## src/rtl/pf_pkg.sv

```systemverilog
package pf_pkg;

    typedef enum logic [2:0] {
        ST_FILL,
        ST_SKIPCHK,
        ST_CONFIRM,
        ST_OFFER,
        ST_DONE
    } scan_state_e;

    localparam logic PLANE_CONFIRM = 1'b0;
    localparam logic PLANE_SKIP    = 1'b1;

endpackage

```

## src/rtl/pf_match_bank.sv

```systemverilog
module pf_match_bank
    import pf_pkg::*;
#(
    parameter int ENTRIES = 4,
    parameter int WORD_W  = 32,
    parameter int NO_W    = 24,
    parameter int BIN_W   = 8,
    parameter int SHIFT_W = 2
) (
    input  logic                       clk,
    input  logic                       rst_n,
    input  logic                       wr_en,
    input  logic [$clog2(ENTRIES)-1:0] wr_entry,
    input  logic                       wr_valid,
    input  logic                       wr_plane,
    input  logic [WORD_W-1:0]          wr_value,
    input  logic [WORD_W-1:0]          wr_care,
    input  logic [SHIFT_W-1:0]         wr_shift,
    input  logic [WORD_W-1:0]          window,
    output logic                       skip_hit,
    output logic [SHIFT_W-1:0]         skip_count,
    output logic                       conf_hit,
    output logic [$clog2(ENTRIES)-1:0] conf_entry
);

    localparam int EIDX_W = $clog2(ENTRIES);
    localparam logic [WORD_W-1:0] SKIP_MASK = {{(WORD_W-NO_W){1'b0}}, {NO_W{1'b1}}};
    localparam logic [WORD_W-1:0] BIN_MASK  = {{BIN_W{1'b1}}, {(WORD_W-BIN_W){1'b0}}};

    logic [ENTRIES-1:0] ent_valid;
    logic [ENTRIES-1:0] ent_plane;
    logic [WORD_W-1:0]  ent_value [ENTRIES];
    logic [WORD_W-1:0]  ent_care  [ENTRIES];
    logic [SHIFT_W-1:0] ent_shift [ENTRIES];
    logic [ENTRIES-1:0] skip_vec;
    logic [ENTRIES-1:0] conf_vec;

    always_ff @(posedge clk) begin
        if (!rst_n) begin
            ent_valid <= '0;
        end else if (wr_en) begin
            ent_valid[wr_entry] <= wr_valid;
        end
    end

    always_ff @(posedge clk) begin
        if (wr_en) begin
            ent_plane[wr_entry] <= wr_plane;
            ent_value[wr_entry] <= wr_value;
            ent_care[wr_entry]  <= wr_care;
            ent_shift[wr_entry] <= wr_shift;
        end
    end

    for (genvar g = 0; g < ENTRIES; g++) begin : g_cmp
        assign skip_vec[g] = ent_valid[g] && (ent_plane[g] == PLANE_SKIP) &&
                             (((window ^ ent_value[g]) & ent_care[g] & SKIP_MASK) == '0);
        assign conf_vec[g] = ent_valid[g] && (ent_plane[g] == PLANE_CONFIRM) &&
                             (((window ^ ent_value[g]) & (ent_care[g] | BIN_MASK)) == '0);
    end

    always_comb begin
        skip_hit   = |skip_vec;
        conf_hit   = |conf_vec;
        skip_count = '0;
        conf_entry = '0;
        for (int i = ENTRIES - 1; i >= 0; i--) begin
            if (skip_vec[i]) skip_count = ent_shift[i];
            if (conf_vec[i]) conf_entry = EIDX_W'(i);
        end
    end

    // the reported entry hits and no lower entry hits
    p_low_entry_r9: assert property (@(posedge clk) disable iff (!rst_n)
        conf_hit |-> (conf_vec[conf_entry] &&
                      ((conf_vec & ~({ENTRIES{1'b1}} << conf_entry)) == '0)));

    // a write sets the valid bit of the addressed entry
    p_write_lands_r8: assert property (@(posedge clk) disable iff (!rst_n)
        wr_en |=> (ent_valid[$past(wr_entry)] == $past(wr_valid)));

endmodule

```

## src/rtl/pf_window.sv

```systemverilog
module pf_window #(
    parameter int WORD_W = 32,
    parameter int POS_W  = 16,
    parameter int ADV_W  = 2
) (
    input  logic                         clk,
    input  logic                         rst_n,
    input  logic                         load_en,
    input  logic [7:0]                   load_byte,
    input  logic                         load_last,
    input  logic                         adv_en,
    input  logic [ADV_W-1:0]             adv_by,
    output logic [WORD_W-1:0]            window,
    output logic [$clog2(WORD_W/8+1)-1:0] fill,
    output logic                         ended,
    output logic [POS_W-1:0]             pos
);

    localparam int WIN_BYTES = WORD_W / 8;
    localparam int CNT_W     = $clog2(WIN_BYTES + 1);

    logic [WORD_W-1:0] load_word;
    logic [CNT_W-1:0]  adv_ext;

    assign load_word = window | ({load_byte, {(WORD_W-8){1'b0}}} >> (8 * fill));
    assign adv_ext   = CNT_W'(adv_by);

    always_ff @(posedge clk) begin
        if (!rst_n) begin
            window <= '0;
            fill   <= '0;
            ended  <= 1'b0;
            pos    <= '0;
        end else if (load_en) begin
            window <= load_word;
            fill   <= fill + 1'b1;
            ended  <= load_last;
        end else if (adv_en) begin
            window <= window << (8 * adv_by);
            fill   <= (fill > adv_ext) ? (fill - adv_ext) : '0;
            pos    <= pos + POS_W'(adv_by);
        end
    end

    // occupancy never exceeds the window
    p_fill_bound_r10: assert property (@(posedge clk) disable iff (!rst_n)
        fill <= CNT_W'(WIN_BYTES));

    // bytes beyond the occupied part read as zero
    p_pad_zero_r10: assert property (@(posedge clk) disable iff (!rst_n)
        (window << (8 * fill)) == '0);

    // end of stream, once seen, is kept
    p_ended_sticky_r10: assert property (@(posedge clk) disable iff (!rst_n)
        ended |=> ended);

endmodule

```

## src/rtl/sig_prefilter.sv

```systemverilog
module sig_prefilter
    import pf_pkg::*;
#(
    parameter int NUM_BANKS    = 4,
    parameter int BANK_ENTRIES = 4,
    parameter int WORD_W       = 32,
    parameter int NO_W         = 24,
    parameter int BIN_W        = 8,
    parameter int SHIFT_W      = 2,
    parameter int POS_W        = 16
) (
    input  logic                                          clk,
    input  logic                                          rst_n,
    input  logic                                          in_valid,
    input  logic [7:0]                                    in_data,
    input  logic                                          in_last,
    output logic                                          in_ready,
    input  logic                                          tbl_we,
    input  logic [$clog2(NUM_BANKS)-1:0]                  tbl_bank,
    input  logic [$clog2(BANK_ENTRIES)-1:0]               tbl_entry,
    input  logic                                          tbl_valid,
    input  logic                                          tbl_plane,
    input  logic [WORD_W-1:0]                             tbl_value,
    input  logic [WORD_W-1:0]                             tbl_care,
    input  logic [SHIFT_W-1:0]                            tbl_shift,
    output logic                                          cand_valid,
    input  logic                                          cand_ready,
    output logic [POS_W-1:0]                              cand_pos,
    output logic [$clog2(NUM_BANKS)+$clog2(BANK_ENTRIES)-1:0] cand_idx,
    output logic                                          done
);

    localparam int BANK_W    = $clog2(NUM_BANKS);
    localparam int EIDX_W    = $clog2(BANK_ENTRIES);
    localparam int IDX_W     = BANK_W + EIDX_W;
    localparam int WIN_BYTES = WORD_W / 8;
    localparam int CNT_W     = $clog2(WIN_BYTES + 1);
    localparam logic [SHIFT_W-1:0] STEP_ONE = SHIFT_W'(1);

    scan_state_e state_q, state_d;

    logic [WORD_W-1:0]  window;
    logic [CNT_W-1:0]   fill;
    logic               ended;
    logic [POS_W-1:0]   win_pos;
    logic               load_en;
    logic               adv_en;
    logic [SHIFT_W-1:0] adv_by;
    logic               cand_load;
    logic               eval_ok;

    logic [NUM_BANKS-1:0] bk_skip_hit;
    logic [NUM_BANKS-1:0] bk_conf_hit;
    logic [SHIFT_W-1:0]   bk_skip_count [NUM_BANKS];
    logic [EIDX_W-1:0]    bk_conf_entry [NUM_BANKS];

    logic               res_skip_hit;
    logic [SHIFT_W-1:0] res_skip_count;
    logic               res_conf_hit;
    logic [IDX_W-1:0]   res_conf_idx;
    logic [POS_W-1:0]   cand_pos_q;
    logic [IDX_W-1:0]   cand_idx_q;

    pf_window #(
        .WORD_W (WORD_W),
        .POS_W  (POS_W),
        .ADV_W  (SHIFT_W)
    ) window_i (
        .clk       (clk),
        .rst_n     (rst_n),
        .load_en   (load_en),
        .load_byte (in_data),
        .load_last (in_last),
        .adv_en    (adv_en),
        .adv_by    (adv_by),
        .window    (window),
        .fill      (fill),
        .ended     (ended),
        .pos       (win_pos)
    );

    for (genvar b = 0; b < NUM_BANKS; b++) begin : g_bank
        pf_match_bank #(
            .ENTRIES (BANK_ENTRIES),
            .WORD_W  (WORD_W),
            .NO_W    (NO_W),
            .BIN_W   (BIN_W),
            .SHIFT_W (SHIFT_W)
        ) bank_i (
            .clk        (clk),
            .rst_n      (rst_n),
            .wr_en      (tbl_we && (tbl_bank == BANK_W'(b))),
            .wr_entry   (tbl_entry),
            .wr_valid   (tbl_valid),
            .wr_plane   (tbl_plane),
            .wr_value   (tbl_value),
            .wr_care    (tbl_care),
            .wr_shift   (tbl_shift),
            .window     (window),
            .skip_hit   (bk_skip_hit[b]),
            .skip_count (bk_skip_count[b]),
            .conf_hit   (bk_conf_hit[b]),
            .conf_entry (bk_conf_entry[b])
        );
    end

    // lowest-numbered bank wins
    always_comb begin
        res_skip_hit   = |bk_skip_hit;
        res_conf_hit   = |bk_conf_hit;
        res_skip_count = '0;
        res_conf_idx   = '0;
        for (int b = NUM_BANKS - 1; b >= 0; b--) begin
            if (bk_skip_hit[b]) res_skip_count = bk_skip_count[b];
            if (bk_conf_hit[b]) res_conf_idx   = {BANK_W'(b), bk_conf_entry[b]};
        end
    end

    assign eval_ok = (fill == CNT_W'(WIN_BYTES)) || (ended && (fill != '0));

    always_ff @(posedge clk) begin
        if (!rst_n) state_q <= ST_FILL;
        else        state_q <= state_d;
    end

    always_comb begin
        state_d   = state_q;
        load_en   = 1'b0;
        adv_en    = 1'b0;
        adv_by    = '0;
        cand_load = 1'b0;
        unique case (state_q)
            ST_FILL: begin
                if (eval_ok)    state_d = ST_SKIPCHK;
                else if (ended) state_d = ST_DONE;
                else            load_en = in_valid;
            end
            ST_SKIPCHK: begin
                if (res_skip_hit && (res_skip_count != '0)) begin
                    adv_en  = 1'b1;
                    adv_by  = res_skip_count;
                    state_d = ST_FILL;
                end else begin
                    state_d = ST_CONFIRM;
                end
            end
            ST_CONFIRM: begin
                if (res_conf_hit) begin
                    cand_load = 1'b1;
                    state_d   = ST_OFFER;
                end else begin
                    adv_en  = 1'b1;
                    adv_by  = STEP_ONE;
                    state_d = ST_FILL;
                end
            end
            ST_OFFER: begin
                if (cand_ready) begin
                    adv_en  = 1'b1;
                    adv_by  = STEP_ONE;
                    state_d = ST_FILL;
                end
            end
            ST_DONE: begin
                state_d = ST_DONE;
            end
            default: state_d = ST_FILL;
        endcase
    end

    always_ff @(posedge clk) begin
        if (!rst_n) begin
            cand_pos_q <= '0;
            cand_idx_q <= '0;
        end else if (cand_load) begin
            cand_pos_q <= win_pos;
            cand_idx_q <= res_conf_idx;
        end
    end

    always_comb begin
        in_ready   = (state_q == ST_FILL) && (fill != CNT_W'(WIN_BYTES)) && !ended;
        cand_valid = (state_q == ST_OFFER);
        done       = (state_q == ST_DONE);
        cand_pos   = cand_pos_q;
        cand_idx   = cand_idx_q;
    end

    // a nonzero skip moves the position by the skip count
    p_skip_advance_r1: assert property (@(posedge clk) disable iff (!rst_n)
        (state_q == ST_SKIPCHK && res_skip_hit && res_skip_count != '0) |=>
        (state_q == ST_FILL && win_pos == $past(win_pos) + POS_W'($past(res_skip_count))));

    // no skip means the confirm plane is consulted next
    p_fallthrough_r2: assert property (@(posedge clk) disable iff (!rst_n)
        (state_q == ST_SKIPCHK && !(res_skip_hit && res_skip_count != '0)) |=>
        (state_q == ST_CONFIRM && $stable(win_pos)));

    // a confirm miss steps one byte
    p_miss_step_r3: assert property (@(posedge clk) disable iff (!rst_n)
        (state_q == ST_CONFIRM && !res_conf_hit) |=>
        (win_pos == $past(win_pos) + POS_W'(1) && !cand_valid));

    // a confirm hit offers the current position
    p_offer_pos_r4: assert property (@(posedge clk) disable iff (!rst_n)
        (state_q == ST_CONFIRM && res_conf_hit) |=> (cand_valid && cand_pos == $past(win_pos)));

    // an unaccepted candidate is held unchanged
    p_cand_hold_r5: assert property (@(posedge clk) disable iff (!rst_n)
        (cand_valid && !cand_ready) |=>
        (cand_valid && $stable(cand_pos) && $stable(cand_idx)));

    // input is stalled while a candidate waits
    p_input_stall_r5: assert property (@(posedge clk) disable iff (!rst_n)
        cand_valid |-> !in_ready);

    // done is held with the interfaces quiet
    p_done_hold_r10: assert property (@(posedge clk) disable iff (!rst_n)
        done |=> (done && !in_ready && !cand_valid));

endmodule

```

## config.mk

```make
export PLATFORM = sky130hd
export DESIGN_NAME = sig_prefilter
export DESIGN_NICKNAME = d
export VERILOG_FILES = /design/src/rtl/pf_pkg.sv /design/src/rtl/pf_match_bank.sv /design/src/rtl/pf_window.sv /design/src/rtl/sig_prefilter.sv
export SDC_FILE = /design/constraint.sdc
export NUM_CORES = 1
export LEC_CHECK = 0
export BUFFER_PORTS_ARGS = -buffer_cell sky130_fd_sc_hd__clkbuf_2
export CAP_MARGIN = 20
export CORE_MARGIN = 2
export CORE_UTILIZATION = 62
export CTS_BUF_LIST = sky130_fd_sc_hd__clkbuf_16
export DETAILED_ROUTE_END_ITERATION = 6
export GPL_TIMING_DRIVEN = 0
export HOLD_SLACK_MARGIN = 0.1
export PLACE_DENSITY = 0.83
export SLEW_MARGIN = 10
export SYNTH_ARGS = -nofsm -noshare
export SYNTH_HDL_FRONTEND = slang
export SYNTH_SLANG_ARGS = --single-unit
```

## constraint.sdc

```tcl
create_clock -name clk -period 8.2 [get_ports clk]
set_input_delay 0.82 -clock clk [delete_from_list [all_inputs] [get_ports clk]]
set_output_delay 0.82 -clock clk [all_outputs]
set_load 0.03 [all_outputs]
```

==> results.md <==
* Final setup fails at 0
* Synth area leader: edfxtp_1
* Post-Synthesis Cell Area at 41600 um2
* Final Total Pwr at around 11000 uW
* Die area at approximately 69000 um2
* Max cap viols at 0
* Worst setup margin at 1760 ps
* Psw at between 2000 and 3000 uW
* Hold Fails Final Rpt at 0
* Leading cell type in the layout, fill and taps excluded: edfxtp_1
* Final ANT Viol Nets at 0
* Clock skew at 25.5 ps
* Top cells by area, synth: edfxtp_1 68%, xor2_1 8.4%, dfxtp_1 4.4%
* Final nets at roughly 3000
* Clock latency on the worst-skew pair at about 700 ps
* CP delay by family, top: simple AND/OR/NAND/NOR gates
* Min Tclk post-route at 6440 ps
* Syn Area/Cell at around 16 um2
* Hold Crit Class: input port to flip-flop
* Register area share after synthesis at between 70% and 80%
* First-pass DRT Iterations at 7
* HPWL Detailed at 79.1 mm
* Worst Tran Pin Value at 1220 ps
* Critical path, cell by cell: buf_4 > buf_2 > xor2_1 > a22oi_1 > nand4_1 > nor4_1 > nand2_1 > nand4_1 > nor4_1 > a21oi_2 > clkbuf_1 > ha_1 > a21oi_1 > nand2b_1 > clkbuf_1 > or4_1 > or4_1 > nand2_1
* Leak at roughly 0.017 uW
* Clock power share at about two fifths
* Drt initial violations at about 4300
* # resized after CTS at 0
* Peak Freq at 155 MHz
* CTS tree: done
* Pwr dens at around 240 nW/um2
* Fin. max-slew vios at 0
* Largest net degree at the start of global routing at 34
* Switching Fraction at a little under a quarter
* WP buf/inv at 4
* GP Congestion at ~0.98
* WP data arrival at between 7000 and 8000 ps
* Hold Path End: window_i.ended$_SDFFE_PN0P_
* HP Start: in_last
* Vias in the first global route at 24880
* TNS Setup at 0 ps
* Postcts setup bufs at 0
* Initial antenna violation count at 6
* CTS H-Tree Depth at 3
* CP Max Fanout at 11
* RSZ-0062 raised after global routing: no
* Critical path type: flip-flop to flip-flop
* Share of the synthesized area in the top cell type at just under 70%
* Root Driver: clkbuf_16
* Max incr delay on CP at 930 ps
* Reg2Reg Capture Point: window_i.pos[15]$_SDFFE_PN0P_
* Yosys cell types at a little under 80
* Input/output buffers at 100
* Worst reg2reg path depth at 18
* Hold Path Cell Cnt at 3
* Fillers at 3949
* Rel. slew slack at between 10% and 20%
* Vias per Instance at roughly 6.7
* Die H at ~260 um
* I/O Pins at ~110
* CTS buffer count at 100
* Clk buf depth at 3
* CP endpoint kind: flip-flop
* Final wirelength at 123 mm
* VDD IR max at between 0.2 and 0.25 mV
* Worst EP required at between 8000 and 9000 ps
* Crit-path slowest cell: nor4_1
* Total Routing Usage GR at a little over a third
* Final Core Density at a little under three quarters
* Setup WS pre-CTS at approximately 2000 ps
* Initial core utilization at between 60% and 70%
* WL/cell at around 32 um
* DRC violation count after routing at 4
* Reg clk slew, reported paths at about 60 ps
* Die width at ~260 um
* Combinational share of power at under 10%
* Failing checks: design-rule violations
* Via Count at between 20000 and 30000
* Grt total ovfl at 0
* Synth Instances at ~2600
* Synth Warn # at 0
* Flop-to-flop setup slack at 1760 ps
* Top FF cell, synth: edfxtp_1
* RR Startpoint: window_i.window[0]$_SDFFE_PN0P_
* Num rows at 94
* P_int at roughly 8600 uW
* FFs w/ async S/R, synth at 0%
* Seq cells post-synth at roughly 1000
* Register Area at between 30000 and 40000 um2
* Area growth from synthesis to layout at 13.8%
* Final period util at 78.5%
* Most frequent cells in the layout: 944 x edfxtp_1, 400 x xor2_1, 212 x a22oi_1, 164 x nand2_1, 112 x xnor2_1
* Share of layout cells above drive strength 1 at 14.2%
* Register share of total power at between 50% and 60%
* Crit start category: flip-flop
* Area of the multi-input gates at around 11000 um2
* First-pass GRT wire length at between 150 and 200 mm
* Post-cts hold buffer count at 0
* CTS Sinks at 1035
* Core ar. at 66100 um2
* Outcome: complete, but fails checks
* Syn Nets at about 2700
* Post-synth EDFFs at ~940
-- power groups by stage --
stage / registers [uW] / logic [uW] / clock network [uW]
6_report: 5920 / 724 / 4530
3_5_place_dp: 6030 / 697 / 0
2_1_floorplan: 6020 / 378 / 0
5_1_grt: 5930 / 752 / 4730
4_1_cts: 5920 / 705 / 4530
3_3_place_gp: 6030 / 652 / 0
-- synthesized netlist by cell type (10+ instances only) --
cell	number
edfxtp_1	944
xor2_1	400
a22oi_1	212
nand2_1	164
xnor2_1	112
nand4_1	92
dfxtp_1	91
a21oi_1	69
nor2_1	69
nand3_1	43
nor4_1	40
buf_6	39
clkbuf_1	26
o21ai_0	24
a222oi_1	21
mux2i_1	20
inv_1	19
nor3_1	19
buf_2	17
a211oi_1	14
a311oi_1	13
and3_1	11
nand2b_1	11
nor4_2	11
buf_4	10
-- worst min-delay path: stages --
cell and delay (ps):
clkbuf_2 90, a21oi_1 60, nor2_1 80
-- state kept, by name (all words and copies together), names as in the netlist --
name,flops
g_bank.bank_i.ent_value,512
g_bank.bank_i.ent_care,384
g_bank.bank_i.ent_shift,32
window_i.window,32
cand_pos,16
g_bank.bank_i.ent_plane,16
g_bank.bank_i.ent_valid,16
window_i.pos,16
cand_idx,4
state_q,3
window_i.fill,3
window_i.ended,1
-- metal layers --
metal  GRT usage, %  part of all wire (%)
met2           54.5                    45
met1           47.0                    34
met4           18.8                   6.4
met5              0                 0.024
met3           8.58                    14
-- metrics by stage --
step           cells  hold slack [ps]  instance area [um2]
6_report        3829              412                47400
2_1_floorplan   2623              445                41600
4_1_cts         3825              394                47400
3_5_place_dp    3638              447                44100
5_1_grt         3827              455                47400
3_3_place_gp    3587              440                43200
-- logic make-up (layout without fill, tap and decap cells) --
group,Yosys count,in the layout,share of synthesized area (%)
AOI/OAI and AO/OA,410,410,7.14
xor gates and xnor gates,512,512,10.8
adders and majority gates,8,8,0.277
buffers and inverters,115,455,1.88
DFF,1035,1035,72.5
muxes,21,21,0.508
other,0,2,0
and+or+nand+nor,522,522,6.92
-- final cells by class --
cell class              count  area share [%]
flip-flops and latches   1035            63.7
well taps                 864            2.28
clock inverters            85            1.46
clock buffers             102            5.39
inverters                  20           0.158
multi-input cells        1473            22.8
repair buffers            153            2.74
plain buffers              95            1.50
diodes                      2          0.0106
-- worst max-delay path by stage --
| stage | cells after the start | end | startpoint | slack (ps) |
|---|---|---|---|---|
| after floorplan | 5 | g_bank[0].bank_i.ent_valid[0]$_SDFFE_PN0P_ | tbl_bank[1] | 2050 |
| after global placement | 5 | g_bank[2].bank_i.ent_valid[0]$_SDFFE_PN0P_ | tbl_bank[0] | -340 |
| after detailed placement | 18 | window_i.pos[15]$_SDFFE_PN0P_ | window_i.window[0]$_SDFFE_PN0P_ | 2020 |
| after CTS | 18 | window_i.pos[15]$_SDFFE_PN0P_ | window_i.window[0]$_SDFFE_PN0P_ | 1990 |
| after global routing | 18 | window_i.pos[15]$_SDFFE_PN0P_ | window_i.window[0]$_SDFFE_PN0P_ | 1580 |
| final | 18 | window_i.pos[15]$_SDFFE_PN0P_ | window_i.window[0]$_SDFFE_PN0P_ | 1760 |
Note: power is estimated with default switching activity, not from simulation.
